File: config.mk
export PLATFORM = sky130hd
export DESIGN_NAME = irq_level_resolver
export DESIGN_NICKNAME = d
export VERILOG_FILES = /design/src/rtl/irq_resolver_pkg.sv /design/src/rtl/irq_ctrl.sv /design/src/rtl/irq_dp.sv /design/src/rtl/irq_level_resolver.sv
export SDC_FILE = /design/constraint.sdc
export NUM_CORES = 1
export LEC_CHECK = 0
export ABC_AREA = 1
export BUFFER_PORTS_ARGS = -buffer_cell sky130_fd_sc_hd__buf_2
export CORE_AREA = 2 2 101 103
export DETAILED_ROUTE_END_ITERATION = 6
export DIE_AREA = 0 0 103 105
export PLACE_DENSITY = 0.68
export SLEW_MARGIN = 20
export SYNTH_ARGS = -nofsm -noshare
export SYNTH_HDL_FRONTEND = slang
export SYNTH_SLANG_ARGS = --single-unit
File: constraint.sdc
create_clock -name clk -period 1.8 [get_ports clk]
set_input_delay 0.27 -clock clk [delete_from_list [all_inputs] [get_ports clk]]
set_output_delay 0.27 -clock clk [all_outputs]
set_load 0.005 [all_outputs]
File: src/rtl/irq_resolver_pkg.sv
package irq_resolver_pkg;
  localparam int NUM_LVL = 16;
  localparam int LVL_W = $clog2(NUM_LVL);
  localparam int TT_W = 9;
  localparam logic [TT_W-1:0] EXT_BASE_TT = 9'h040;
  localparam logic [TT_W-1:0] VEC_TT = 9'h060;
  localparam logic [4:0] EXT_CLASS = EXT_BASE_TT[8:4];
  localparam logic [4:0] VEC_DATA_TAG = 5'h1F;

  typedef struct packed {
    logic vecLoad;
    logic vecClear;
    logic lvlSet;
    logic lvlClear;
    logic [TT_W-1:0] lvlTt;
  } ctrlStrobe_t;
endpackage

File: src/rtl/irq_ctrl.sv
module irq_ctrl
  import irq_resolver_pkg::*;
#(
  parameter int SOFT_W = 17,
  parameter int TICK_BIT = 0,
  parameter int STICK_BIT = 16,
  parameter int TIMER_LVL = 14,
  parameter int TL_W = 3
) (
  input  logic [NUM_LVL-1:0] extLevels,
  input  logic [SOFT_W-1:0]  softInt,
  input  logic [LVL_W-1:0]   curPil,
  input  logic               globalEn,
  input  logic [TL_W-1:0]    trapLevel,
  input  logic [TT_W-1:0]    curTrapType,
  input  logic               vecRaise,
  input  logic               vecLower,
  input  logic               vecBusy,
  output ctrlStrobe_t        strobe
);
  localparam int THR_W = NUM_LVL + 1;

  logic [SOFT_W-1:0]  softMasked;
  logic [NUM_LVL-1:0] pending;
  logic               timerHit;
  logic [THR_W-1:0]   threshold;
  logic               belowThr;
  logic [LVL_W-1:0]   selLvl;
  logic [TT_W-1:0]    newTt;
  logic               nestBlock;
  logic               arbEn;

  always_comb begin
    softMasked = softInt;
    softMasked[TICK_BIT] = 1'b0;
    softMasked[STICK_BIT] = 1'b0;
    timerHit = softInt[TICK_BIT] | softInt[STICK_BIT];
  end

  genvar g;
  generate
    for (g = 0; g < NUM_LVL; g++) begin : g_pend
      if (g == TIMER_LVL) begin : g_tmr
        assign pending[g] = extLevels[g] | softMasked[g] | timerHit;
      end else begin : g_plain
        assign pending[g] = extLevels[g] | softMasked[g];
      end
    end
  endgenerate

  always_comb begin
    threshold = THR_W'(2) << curPil;
    belowThr = {1'b0, pending} < threshold;
  end

  always_comb begin
    selLvl = '0;
    for (int i = 0; i < NUM_LVL; i++) begin
      if (pending[i] && (LVL_W'(i) > curPil)) selLvl = LVL_W'(i);
    end
    newTt = EXT_BASE_TT | TT_W'(selLvl);
  end

  always_comb begin
    nestBlock = (trapLevel != '0) && (curTrapType > newTt) &&
                (curTrapType[8:4] == EXT_CLASS);
    arbEn = ~vecBusy & ~vecRaise;
    strobe.vecLoad = vecRaise & ~vecBusy;
    strobe.vecClear = vecLower & vecBusy;
    strobe.lvlClear = arbEn & (belowThr | ~globalEn);
    strobe.lvlSet = arbEn & ~belowThr & globalEn & ~nestBlock;
    strobe.lvlTt = newTt;
  end
endmodule

File: src/rtl/irq_dp.sv
module irq_dp
  import irq_resolver_pkg::*;
#(
  parameter int VNUM_W = 6,
  parameter int DATA_W = 64
) (
  input  logic              clk,
  input  logic              rstN,
  input  ctrlStrobe_t       strobe,
  input  logic [VNUM_W-1:0] vecNum,
  output logic              irqReq,
  output logic [TT_W-1:0]   trapType,
  output logic              vecBusy,
  output logic [DATA_W-1:0] vecData0,
  output logic [DATA_W-1:0] vecData1,
  output logic [DATA_W-1:0] vecData2
);
  localparam logic [DATA_W-1:0] TAG_WORD = DATA_W'(VEC_DATA_TAG) << 6;

  always_ff @(posedge clk or negedge rstN) begin
    if (!rstN) begin
      irqReq <= 1'b0;
      trapType <= '0;
      vecBusy <= 1'b0;
      vecData0 <= '0;
      vecData1 <= '0;
      vecData2 <= '0;
    end else if (strobe.vecLoad) begin
      vecBusy <= 1'b1;
      trapType <= VEC_TT;
      irqReq <= 1'b1;
      vecData0 <= TAG_WORD | DATA_W'(vecNum);
      vecData1 <= '0;
      vecData2 <= '0;
    end else if (strobe.vecClear) begin
      vecBusy <= 1'b0;
      irqReq <= 1'b0;
    end else if (strobe.lvlClear) begin
      irqReq <= 1'b0;
      trapType <= '0;
    end else if (strobe.lvlSet) begin
      irqReq <= 1'b1;
      trapType <= strobe.lvlTt;
    end
  end
endmodule

File: src/rtl/irq_level_resolver.sv
module irq_level_resolver
  import irq_resolver_pkg::*;
#(
  parameter int SOFT_W = 17,
  parameter int TICK_BIT = 0,
  parameter int STICK_BIT = 16,
  parameter int TIMER_LVL = 14,
  parameter int TL_W = 3,
  parameter int VNUM_W = 6,
  parameter int DATA_W = 64
) (
  input  logic               clk,
  input  logic               rstN,
  input  logic [NUM_LVL-1:0] extLevels,
  input  logic [SOFT_W-1:0]  softInt,
  input  logic [LVL_W-1:0]   curPil,
  input  logic               globalEn,
  input  logic [TL_W-1:0]    trapLevel,
  input  logic [TT_W-1:0]    curTrapType,
  input  logic               vecRaise,
  input  logic               vecLower,
  input  logic [VNUM_W-1:0]  vecNum,
  output logic               irqReq,
  output logic [TT_W-1:0]    trapType,
  output logic [DATA_W-1:0]  vecData0,
  output logic [DATA_W-1:0]  vecData1,
  output logic [DATA_W-1:0]  vecData2
);
  ctrlStrobe_t strobe;
  logic vecBusy;

  irq_ctrl #(
    .SOFT_W(SOFT_W), .TICK_BIT(TICK_BIT), .STICK_BIT(STICK_BIT),
    .TIMER_LVL(TIMER_LVL), .TL_W(TL_W)
  ) u_ctrl (
    .extLevels(extLevels), .softInt(softInt), .curPil(curPil),
    .globalEn(globalEn), .trapLevel(trapLevel), .curTrapType(curTrapType),
    .vecRaise(vecRaise), .vecLower(vecLower), .vecBusy(vecBusy),
    .strobe(strobe)
  );

  irq_dp #(.VNUM_W(VNUM_W), .DATA_W(DATA_W)) u_dp (
    .clk(clk), .rstN(rstN), .strobe(strobe), .vecNum(vecNum),
    .irqReq(irqReq), .trapType(trapType), .vecBusy(vecBusy),
    .vecData0(vecData0), .vecData1(vecData1), .vecData2(vecData2)
  );
endmodule

==> flow_summary.json <==
{
  "synthesis.area_um2": 2920,
  "hpwl_um": 5270,
  "dr_total_vias": 2256,
  "max_freq_mhz": 390,
  "clk_latency_ns": 0.24,
  "p_int_uw": 829,
  "wl_per_cell_um": 8.91,
  "p_switching_uw": 483,
  "portBuffers": 76,
  "synth_top_area_share_pct": 48.4,
  "combPwrFrac_pct": 47.3,
  "finalCriticalPeriod_ns": 2.57,
  "drive_gt1_share_pct": 33.1,
  "ys_seq_area_share_pct": 12.9,
  "max_cap_viol_count": 0,
  "avgViaCountPerCell": 3.41,
  "p_per_area_nw_per_um2": 396,
  "yosysWarningCount": 0,
  "synth.distinct_cells": 31,
  "power_frac_seq_pct": 32.3,
  "drc": 0,
  "rows": 36,
  "path_clk_slew_ns": 0.06,
  "yosys.area.top_type": "buf_4",
  "overflow": 0,
  "dp_slack_ns": -1.09,
  "final-hold-violation-count": 0,
  "cts_buffer_depth": 2,
  "fillers": 1037,
  "antenna_found_initial": 0,
  "grt_usage_pct": 9.88,
  "drt_iter0_markers": 49,
  "ant_nets": 0,
  "cts_root_buf": "clkbuf_8",
  "nets": 609,
  "ios": 262,
  "layout_commonest_cell": "conb_1",
  "crit_required_ns": 1.98,
  "clockPowerShare_pct": 20.4,
  "h-tree-depth": 1,
  "cp_max_fo": 7,
  "seqCellArea_um2": 375,
  "place.gp.congestion": 0.808,
  "numCtsBuffers": 3,
  "critPathLaunchType": "input pin",
  "dieArea_um2": 10800,
  "slew_viol_final": 0,
  "setup_violations": 7,
  "crit_buf_inv": 5,
  "core_um2": 9640,
  "clock-sinks": 15,
  "multi_input_area_um2": 1820,
  "fin_total_pwr_mw": 1.31,
  "violations": "negative setup slack",
  "crit_family": "simple AND/OR/NAND/NOR gates",
  "die_h_um": 105,
  "dr.pass1.iters": 4,
  "hold_class": "input pin to flip-flop",
  "synthCells": 404,
  "fin_ws_ns": -0.767,
  "cp_slowest_stage_delay_ns": 0.29,
  "start_util_pct": 30.3,
  "grt_pass1_wl_um": 8740,
  "die_w_um": 103,
  "status": "finished with violations",
  "end_kind": "flip-flop",
  "wirelength_um": 5900,
  "finClkSkew_ns": 0.000489,
  "worst_slew_pin_slew_ns": 0.593,
  "netlist_top_cells_area": "buf_4 48%, dfrtp_1 13%, nand2_1 8.4%",
  "path_cells": "buf_12 -> nor2_4 -> buf_6 -> nand3_2 -> buf_6 -> a21oi_2 -> nor2_1 -> nor2_1 -> o21bai_1 -> nand3_1 -> inv_1 -> ha_1 -> inv_1 -> nor2_2 -> nor2_1 -> nor2_1 -> o21ai_1 -> a21oi_1 -> nand4_1 -> o21ai_4 -> nand3_1 -> nand2_1",
  "areaGrowthSynthToFinish_pct": 13.5,
  "period_share_pct": 143,
  "grt_pass1_vias": 1951,
  "worstSetupPathType": "input pin to flip-flop",
  "rsz0062_at_grt": "yes",
  "num_antenna_cells": 0,
  "crit_top_cell": "nor2_1",
  "avgSynthCellArea_um2": 7.22,
  "vdd_drop_max_uv": 417,
  "swShare_pct": 36.8,
  "relSlewSlack_pct": 60.4,
  "cp_slowest_cell": "o21ai_4",
  "final_cell_mix": "184 x conb_1, 73 x buf_2, 60 x nand2_1",
  "finalHoldWorstSlack_ns": 0.243,
  "cellLeakagePower_nw": 1.93,
  "cts_tree": "built",
  "ys_ff_latch": 15,
  "grt_max_degree": 16,
  "crit_arrival_ns": 2.75
}
[repair_timing]
action                                 in CTS  in global routing
pin swaps                                  14                 12
endpoints found under the hold margin      15                  0
hold buffers                                1                  0
buffers inserted                            5                  1
setup endpoints to repair                   7                  7
resized for setup                          19                 10
[power groups by stage]
stage	clock (mW)	combinational (mW)	sequential, mW
final	0.267	0.621	0.424
after CTS	0.277	0.604	0.423
after detailed placement	0	0.575	0.428
after global placement	0	0.572	0.428
after floorplan	0	0.602	0.431
after global routing	0.294	0.716	0.431
[synth_stat cells, drive strengths merged]
| cell type | n |
|---|---|
| nand3 | 13 |
| o21bai | 1 |
| o21ai | 11 |
| ha | 19 |
| or2 | 11 |
| nor2 | 22 |
| conb | 1 |
| o2bb2ai | 1 |
| clkbuf | 1 |
| o21a | 1 |
| o221ai | 1 |
| nand4 | 3 |
| or4 | 1 |
| mux2 | 6 |
| nor4 | 1 |
| buf | 188 |
| nand3b | 1 |
| dfrtp | 15 |
| nand2 | 68 |
| a21oi | 11 |
| inv | 23 |
| o211ai | 1 |
| nor3 | 4 |
[final timing paths]
check | slack, ns | startpoint | endpoint | depth (start not counted)
min | 0.24 | vecLower | u_dp.vecBusy$_DFFE_PN0P_ | 2
min reg2reg | 0.48 | u_dp.trapType[5]$_DFFE_PN0P_ | u_dp.trapType[5]$_DFFE_PN0P_ | 2
max reg2reg | 0.34 | u_dp.vecBusy$_DFFE_PN0P_ | u_dp.vecData0[2]$_DFFE_PN0P_ | 3
max in group asynchronous | 1.10 | rstN | u_dp.trapType[3]$_DFFE_PN0P_ | 2
min in group asynchronous | 0.46 | rstN | u_dp.vecData0[2]$_DFFE_PN0P_ | 2
max | -0.77 | curPil[2] | u_dp.trapType[1]$_DFFE_PN0P_ | 22
[logic make-up (layout without fill, tap and decap cells)]
group	Yosys count	in the layout	synth area share (%)
flops	15	15	12.9
fa+ha+maj	19	19	8.15
other cells	1	184	0.129
simple gates	124	124	19.5
buf+inv	212	154	51.5
mux	6	6	2.32
compound gates	27	27	5.53
[metal layers]
layer  up-vias  GRT usage, %  part of all wire (%)
met5         -             0                     0
met4         0          1.97                  0.46
met3         4          1.61                   9.9
met2       124          18.1                    51
met1       975          11.9                    38
li1       1153             -                     -
[worst register-to-register path, stage by stage (launching register included)]
cell and delay (ns):
dfrtp_1 0.37, inv_1 0.11, nand2_1 0.46, mux2_2 0.40
[stage by stage]
step	std cells	setup TNS [ns]	area [um2]	utilization [%]
final	662	-5.18	3310	34.3
after global routing	662	-7.29	3310	34.3
after CTS	661	-4.87	3260	33.9
after detailed placement	651	-7.46	3110	32.2
after global placement	651	-7.24	3110	32.2
after floorplan	587	-3.40	3650	-
[final cells by class]
type / instances / area share (%)
Inverter: 23 / 2.61
Timing Repair Buffer: 127 / 24.6
Tap cell: 133 / 5.03
Sequential cell: 15 / 11.3
Clock buffer: 4 / 1.36
Multi-Input combinational cell: 360 / 55.0
[flip-flops by register name, summed over array words and instances (netlist names)]
register	count
u_dp.vecData0	7
u_dp.irqReq	1
u_dp.vecBusy	1
u_dp.trapType	6
No activity file was read; power rests on OpenSTA's default activity.
